$ cat config.mk
export PLATFORM = sky130hd
export DESIGN_NAME = simd_mac_unit
export DESIGN_NICKNAME = d
export VERILOG_FILES = /design/src/rtl/simd_mac_pkg.sv /design/src/rtl/smac_lane.sv /design/src/rtl/smac_accum.sv /design/src/rtl/simd_mac_unit.sv
export SDC_FILE = /design/constraint.sdc
export NUM_CORES = 2
export LEC_CHECK = 0
export BUFFER_PORTS_ARGS = -buffer_cell sky130_fd_sc_hd__buf_4
export CAP_MARGIN = 20
export CORE_ASPECT_RATIO = 1.4
export CORE_MARGIN = 10
export CORE_UTILIZATION = 58
export DETAILED_ROUTE_END_ITERATION = 6
export GPL_ROUTABILITY_DRIVEN = 0
export PLACE_DENSITY = 0.8
export SLEW_MARGIN = 5
export SYNTH_ARGS = -nofsm -noshare
export SYNTH_HDL_FRONTEND = slang
export SYNTH_SLANG_ARGS = --single-unit
$ cat constraint.sdc
create_clock -name clk -period 10.27 [get_ports clk]
set_clock_uncertainty 0.1 [all_clocks]
set_input_delay 2.054 -clock clk [delete_from_list [all_inputs] [get_ports clk]]
set_output_delay 2.054 -clock clk [all_outputs]
set_load 0.005 [all_outputs]
$ cat src/rtl/simd_mac_pkg.sv
// Package: shared operation encoding for the packed multiply-accumulate unit.
// Assumes a 2-bit operation field; all four codes are defined.
package simd_mac_pkg;
    localparam int OP_W = 2;

    typedef enum logic [OP_W-1:0] {
        OP_LOAD = 2'd0,
        OP_MACC = 2'd1,
        OP_MULT = 2'd2,
        OP_RSVD = 2'd3
    } mac_op_e;
endpackage

$ cat src/rtl/smac_lane.sv
// Module: one word lane of the packed arithmetic. Produces the low word of the
// unsigned product of its two operands and that product added, modulo 2^W,
// to the lane's accumulator word. Purely combinational; assumes the caller
// selects which result is used.
module smac_lane #(
    parameter int LANE_W = 32
) (
    input  logic [LANE_W-1:0] op_a,
    input  logic [LANE_W-1:0] op_b,
    input  logic [LANE_W-1:0] acc_word,
    output logic [LANE_W-1:0] prod_lo,
    output logic [LANE_W-1:0] acc_sum
);
    localparam int PROD_W = 2 * LANE_W;

    logic [PROD_W-1:0] full_prod;

    // Full-width product, truncated to the low word.
    always_comb begin
        full_prod = PROD_W'(op_a) * PROD_W'(op_b);
        prod_lo   = full_prod[LANE_W-1:0];
    end

    // Modulo add: any carry out of the lane is dropped here.
    always_comb begin
        acc_sum = prod_lo + acc_word;
    end
endmodule

$ cat src/rtl/smac_accum.sv
// Module: packed accumulator register. Clears under synchronous active-low
// reset and loads wr_data when wr_en is high. Assumes wr_en is only raised
// for accepted operations that are allowed to change the accumulator.
module smac_accum #(
    parameter int DATA_W = 64
) (
    input  logic              clk,
    input  logic              rst_n,
    input  logic              wr_en,
    input  logic [DATA_W-1:0] wr_data,
    output logic [DATA_W-1:0] acc_q
);
    // Accumulator state update.
    always_ff @(posedge clk) begin
        if (!rst_n) begin
            acc_q <= '0;
        end else if (wr_en) begin
            acc_q <= wr_data;
        end
    end

    AST_ACC_HOLD_WHEN_IDLE: assert property (@(posedge clk) disable iff (!rst_n)
        $past(rst_n) && !$past(wr_en) |-> acc_q == $past(acc_q));
endmodule

$ cat src/rtl/simd_mac_unit.sv
// Module: top of the dual-lane packed multiply-accumulate unit.
// Accepts one operation per cycle when in_valid and in_ready are high.
// The result is registered one cycle later, and the accumulator updates on
// the same edge. Assumes inputs are stable around the sampling edge;
// out_valid is not back-pressured.
module simd_mac_unit
    import simd_mac_pkg::*;
#(
    parameter int LANE_W = 32,
    parameter int LANES  = 2
) (
    input  logic                     clk,
    input  logic                     rst_n,
    input  logic                     in_valid,
    output logic                     in_ready,
    input  logic [OP_W-1:0]          in_op,
    input  logic [LANES*LANE_W-1:0]  in_ra,
    input  logic [LANES*LANE_W-1:0]  in_rb,
    output logic                     out_valid,
    output logic [LANES*LANE_W-1:0]  out_rd,
    output logic [LANES*LANE_W/2-1:0] out_hi,
    output logic [LANES*LANE_W/2-1:0] out_lo
);
    localparam int DATA_W = LANES * LANE_W;
    localparam int HALF_W = DATA_W / 2;

    mac_op_e           op;
    logic              accepted;
    logic [DATA_W-1:0] acc_q;
    logic [DATA_W-1:0] prod_vec;
    logic [DATA_W-1:0] sum_vec;
    logic [DATA_W-1:0] rd_next;
    logic              acc_we;
    logic [DATA_W-1:0] acc_next;

    // Decode the operation code and the handshake.
    always_comb begin
        op       = mac_op_e'(in_op);
        accepted = in_valid && in_ready;
    end

    // One arithmetic lane per word element; carries stay inside each lane.
    for (genvar g = 0; g < LANES; g++) begin : g_lane
        smac_lane #(.LANE_W(LANE_W)) u_lane (
            .op_a     (in_ra[g*LANE_W +: LANE_W]),
            .op_b     (in_rb[g*LANE_W +: LANE_W]),
            .acc_word (acc_q[g*LANE_W +: LANE_W]),
            .prod_lo  (prod_vec[g*LANE_W +: LANE_W]),
            .acc_sum  (sum_vec[g*LANE_W +: LANE_W])
        );
    end

    // Select the result and the accumulator write for the current operation.
    always_comb begin
        rd_next  = '0;
        acc_we   = 1'b0;
        acc_next = sum_vec;
        unique case (op)
            OP_LOAD: begin
                rd_next  = in_ra;
                acc_next = in_ra;
                acc_we   = accepted;
            end
            OP_MACC: begin
                rd_next  = sum_vec;
                acc_next = sum_vec;
                acc_we   = accepted;
            end
            OP_MULT: rd_next = prod_vec;
            OP_RSVD: rd_next = '0;
            default: rd_next = '0;
        endcase
    end

    smac_accum #(.DATA_W(DATA_W)) u_accum (
        .clk     (clk),
        .rst_n   (rst_n),
        .wr_en   (acc_we),
        .wr_data (acc_next),
        .acc_q   (acc_q)
    );

    // Ready comes up one edge after reset is released.
    always_ff @(posedge clk) begin
        if (!rst_n) begin
            in_ready <= 1'b0;
        end else begin
            in_ready <= 1'b1;
        end
    end

    // Result register and valid flag.
    always_ff @(posedge clk) begin
        if (!rst_n) begin
            out_valid <= 1'b0;
            out_rd    <= '0;
        end else begin
            out_valid <= accepted;
            if (accepted) begin
                out_rd <= rd_next;
            end
        end
    end

    // Half-word views of the result.
    always_comb begin
        out_hi = out_rd[DATA_W-1:HALF_W];
        out_lo = out_rd[HALF_W-1:0];
    end

    AST_VALID_AFTER_ACCEPT: assert property (@(posedge clk) disable iff (!rst_n)
        $past(rst_n) |-> out_valid == $past(in_valid && in_ready));
    AST_LOAD_ECHO: assert property (@(posedge clk) disable iff (!rst_n)
        $past(rst_n) && $past(in_valid && in_ready && in_op == OP_LOAD)
        |-> out_rd == $past(in_ra) && acc_q == $past(in_ra));
    AST_MACC_RD_MATCHES_ACC: assert property (@(posedge clk) disable iff (!rst_n)
        $past(rst_n) && $past(in_valid && in_ready && in_op == OP_MACC)
        |-> out_rd == acc_q);
    AST_MULT_KEEPS_ACC: assert property (@(posedge clk) disable iff (!rst_n)
        $past(rst_n) && $past(in_valid && in_ready && (in_op == OP_MULT || in_op == OP_RSVD))
        |-> $stable(acc_q));
    AST_RSVD_ZERO: assert property (@(posedge clk) disable iff (!rst_n)
        $past(rst_n) && $past(in_valid && in_ready && in_op == OP_RSVD)
        |-> out_rd == '0);
    AST_RD_HOLD_IDLE: assert property (@(posedge clk) disable iff (!rst_n)
        $past(rst_n) && !$past(in_valid && in_ready) |-> $stable(out_rd));
endmodule

# [Word-level counts from Yosys, hierarchy flattened]
# Index checks and enable logic that the tools add are counted.
[word_totals] regBits=130 out_inout_bits=130 elab_cells=18
[classes] n_addsub=2 n_mul=2 n_eq_ne=3 muxes=4 reduce_logical=3
[ops] cell="64-bit case mux with 4 select lines" n=1
[ops] cell="32-bit adder" n=2
[ops] cell="32-bit by 32-bit multiplier with 32-bit output" n=2
[ops] cell="64-bit two-way mux" n=1
[ops] cell="2-bit equality test (second input constant)" n=2
[ops] cell="2-bit by 1-bit equality test with 1-bit output (second input constant)" n=1
[ops] cell="2-bit zero test" n=1
[ops] cell="1-bit two-way mux" n=2
[ops] cell="2-bit OR reduction" n=1
[ops] cell="1-bit logical AND" n=1

# [Logic depth before layout (Yosys ltp)]
[depth] word_depth=3 mapped_depth=37 mapped_depth_nobuf=35

# [By module]
# Synthesis repeated with hierarchy kept, for this count alone.
[unflattened] hier_cells=4650 hier_area_um2=41979.0
[by_module_without_submodules] module="smac_lane at g_lane[0].u_lane" n_inst=1 cells_each=1981 area_each_um2=17608.1
[by_module_without_submodules] module="smac_lane at g_lane[1].u_lane" n_inst=1 cells_each=1958 area_each_um2=17259.1
[by_module_without_submodules] module="simd_mac_unit" n_inst=1 cells_each=505 area_each_um2=4660.7
[by_module_without_submodules] module="smac_accum" n_inst=1 cells_each=206 area_each_um2=2451.1

# [Worst setup path after synthesis]
# OpenSTA, ideal clock, no wires.
[synth_timing] kind="in2reg" startpoint="input port in_ra[39]" endpoint="register u_accum.acc_q[63]" setup_time_ns=0.133 arrival_ns=9.947 slack_ns=0.090 path_stages=34 path_buffers=2 cell_sequence="clkbuf_1 > clkbuf_1 > and2_1 > fa_1 > inv_1 > fa_1 > fa_1 > inv_1 > fa_1 > ha_1 > ha_1 > inv_1 > fa_1 > inv_1 > fa_1 > ha_1 > or3_4 > a211oi_2 > a21boi_4 > o31ai_1 > a2111oi_0 > nor3_1 > xor2_1 > ha_1 > nand2_1 > or3_1 > nor4_2 > o31ai_1 > a22oi_2 > a31oi_1 > o21ai_0 > xor3_1 > nand3_1 > a21oi_1"
[synth_between] elab_chain_len=3
[synth_lines] item="start, declared" line="simd_mac_unit.sv:17" text="input logic [LANES*LANE_W-1:0] in_ra,"
[synth_lines] item="32-bit by 32-bit multiplier with 32-bit output" line="smac_lane.sv:20" text="full_prod = PROD_W'(op_a) * PROD_W'(op_b);"
[synth_lines] item="32-bit adder" line="smac_lane.sv:26" text="acc_sum = prod_lo + acc_word;"
[synth_lines] item="64-bit two-way mux" line="simd_mac_unit.sv:58" text="unique case (op)"
[synth_lines] item="end signal, assigned" line="smac_accum.sv:18" text="acc_q <= wr_data;"
[synth_lines] item="end, declared" line="smac_accum.sv:11" text="output logic [DATA_W-1:0] acc_q"
# No other way between the ends.
# A chain may end at the register's enable or synchronous reset.

# [Worst setup path after layout]
[layout_timing] startpoint="input port in_rb[2]" endpoint="register out_rd[31]"
[layout_between] elab_chain_len=3
[layout_lines] item="start, declared" line="simd_mac_unit.sv:18" text="input logic [LANES*LANE_W-1:0] in_rb,"
[layout_lines] item="32-bit by 32-bit multiplier with 32-bit output *" line="smac_lane.sv:20"
[layout_lines] item="32-bit adder" line="smac_lane.sv:26"
[layout_lines] item="64-bit case mux with 4 select lines *" line="simd_mac_unit.sv:58"
[layout_lines] item="end signal, assigned" line="simd_mac_unit.sv:100" text="out_rd <= rd_next;"
[layout_lines] item="end, declared" line="simd_mac_unit.sv:20" text="output logic [LANES*LANE_W-1:0] out_rd,"
# Every way passes the cells marked *; elsewhere a longest branch is shown, timed or not.

==> run_results.csv <==
group,metric,value,unit
outcome,status,"finished, violations left",
outcome,violations,"DRC",
global_route,grt_max_degree,84,
sta,fmax,99.9,MHz
sta,setup_ws,0.260,ns
setup_path,crit_slowest_cell,"fa_1",
finish,design_area,0.0453,mm²
die,die_x,244,µm
die,initial_utilization,58.7,%
cts,cts.path.max_buffers,2,
finish,nets,6188,
setup_path,rrSetupSlack,6.48,ns
global_route,grt_pass1_wl,198,mm
cts,h-tree-depth,4,
synthesis,ys_ff_latch,130,
sta,report.final.slew_viol_count,0,
global_route,grt_pass1_vias,37100,
cts,cts.sinks,130,
placement,dp_slack,-0.291,ns
sta,slew_headroom,27.2,%
synthesis,yosys.area_share.simple,17.4,%
worst_hold_path,hold_path.class,"flop to flop",
synthesis,ys_seq_area_share,6.39,%
sta,finalHoldViolCount,0,
drt,drc,6,
die,core_area,0.0693,mm²
die,io_pins,263,
placement,postPlaceCellArea,0.0444,mm²
synthesis,synth_edf_count,0,
finish,synthToLayoutAreaGrowth,11.4,%
setup_path,crit_top_cell,"fa_1",
synthesis,synthMuxAreaShare,1.32,%
setup_path,cp_max_fo,13,
sta,rsz0062_at_grt,"true",
setup_path,slowest_delay,0.58,ns
sta,hold_slack,0.395,ns
synthesis,synth_xor_area_share,4.91,%
die,dieArea,0.0813,mm²
sta,worst_pin_slew,1.09,ns
cts,postCtsHoldBufs,0,
synthesis,syn_nets,5973,
drt,antenna_left,0,
setup_path,worstPathArrival,10.23,ns
cts,clk_latency,0.44,ns
synthesis,synth_compound_area_share,8.89,%
die,rows,114,
finish,final_common_cell,"inv_1",
synthesis,synth_flop_cell,"dfxtp_1",
cts,cts_tree,"done",
placement,io_buffers,262,
synthesis,synth_largest_area_cell,"fa_1",
die,die_h,333,µm
cts,cts_buffers,17,
drt,wl,124,mm
synthesis,yosysWarnings,0,
drt,vias_per_cell,5.83,
synthesis,synth.cell_area,0.0407,mm²
drt,drtPass1Iterations,7,
synthesis,syn_inst,4711,
synthesis,syn_area_per_cell,8.64,µm²
synthesis,ys_types,79,
finish,diodes,0,
synthesis,ys_top_cells_by_area,"fa_1 (40%), ha_1 (9.6%), and2_1 (8.2%)",
synthesis,synth_fa_ha_area_share,49.8,%
sta,finalCritPeriodShare,97.5,%
setup_path,critPathCaptureType,"flop",
cts,clock-root-buffer,"clkbuf_16",
sta,timing.final.crit_period,10.01,ns
drt,num_vias,34200,
setup_path,crit_required,10.49,ns
sta,setup_viol,0,
sta,tns,0,ns
finish,drive_above_1_share,12.6,%
synthesis,ys_async_sr_fraction,0,%
setup_path,critPathLaunchType,"input pin",
global_route,grt_use_total,30.7,%
drt,drtIter0Drc,2568,
synthesis,synth_top_family_by_area,"adder cells",
run,max_cap_viol_count,0,
global_route,grt_overflow,0,
finish,final_cell_mix,"inv_1 (833), fa_1 (817), nand2_1 (656)",
synthesis,synth.top_cell.area_share,40.2,%
global_route,antenna_found_initial,3,
drt,routedWlPerCell,21.1,µm
setup_path,critPathKind,"input pin to flop",
placement,place_hpwl,101,mm
finish,nFillCells,5557,
cts,clk_pin_slew_worst_paths,0.06,ns
==> cells in the mapped netlist (all sizes together), types with 3 or more instances <==
cell type	instances
or3	7
a211oi	19
o31ai	9
a31oi	19
buf	74
fa	818
mux2i	39
o21a	13
a2111oi	5
a21o	57
a221o	3
nand4	9
nor2b	12
xnor2	169
and4	4
ha	311
a41oi	3
o21bai	16
a311oi	26
nand2b	7
nand2	658
o211ai	23
a22oi	9
a221oi	18
o31a	3
clkbuf	254
nor2	151
dfxtp	130
a21boi	6
nand3	12
inv	834
nand3b	5
o211a	3
mux2	13
o221ai	17
and3	12
and2	536
nor3	34
a21oi	157
o21ai	134
or2	5
xor2	54
==> layer usage <==
metal	part of all wire, %	track usage (%)
met1	34	34.2
met2	50	54.0
met3	9.5	6.47
met4	6.2	16.8
met5	0.034	0
==> cell type report <==
cell class                      instances  area, µm²  share of cell area [%]
Multi-Input combinational cell       3419      33700                    74.3
Timing Repair Buffer                  524       4070                    8.97
Inverter                              834       3130                    6.90
Sequential cell                       130       2600                    5.74
Tap cell                              928       1160                    2.56
Clock buffer                           20        467                    1.03
Clock inverter                         12        204                   0.450
==> stage by stage <==
stage / utilization, % / cells
4_1_cts: 65.0 / 5860
2_1_floorplan: - / 4711
5_1_grt: 65.4 / 5867
3_5_place_dp: 64.0 / 5828
6_report: 65.4 / 5867
3_3_place_gp: 64.0 / 5828
==> logic make-up after synthesis <==
logic type / after synthesis
AND/OR/NAND/NOR: 1457
XOR/XNOR: 225
adder cells (fa/ha/maj): 1129
AO/OA/AOI/OAI: 556
buffers and inverters: 1162
multiplexers: 52
flip-flops: 130
==> timing repair <==
| item | in CTS | in global routing |
|---|---|---|
| setup endpoints to repair | 0 | 28 |
| resized for setup | 0 | 44 |
| endpoints found under the hold margin | 0 | 0 |
| setup buffers | 0 | 5 |
==> path summary, 6_finish.rpt <==
| path | startpoint | depth (start not counted) | endpoint |
|---|---|---|---|
| min reg2reg | u_accum.acc_q[1] | 2 | u_accum.acc_q[1] |
| max reg2reg | u_accum.acc_q[0] | 14 | u_accum.acc_q[24] |
| max | in_rb[2] | 29 | out_rd[31] |
| min | u_accum.acc_q[1] | 2 | u_accum.acc_q[1] |
==> sequential cells by signal (all words and copies together), names as in the netlist <==
signal         count
in_ready           1
out_rd            64
out_valid          1
u_accum.acc_q     64
==> critical path, delay by kind of cell <==
kind,cells,cell delay [ns]
AND/OR/NAND/NOR,5,0.86
adder cells (fa/ha/maj),10,4.60
AO/OA/AOI/OAI,6,1.33
XOR/XNOR,2,0.64
buffers and inverters,6,0.73
Power is left out: the tool's default activity adds up to more than one toggle a clock period on the data nets, which glitch-free logic cannot reach.
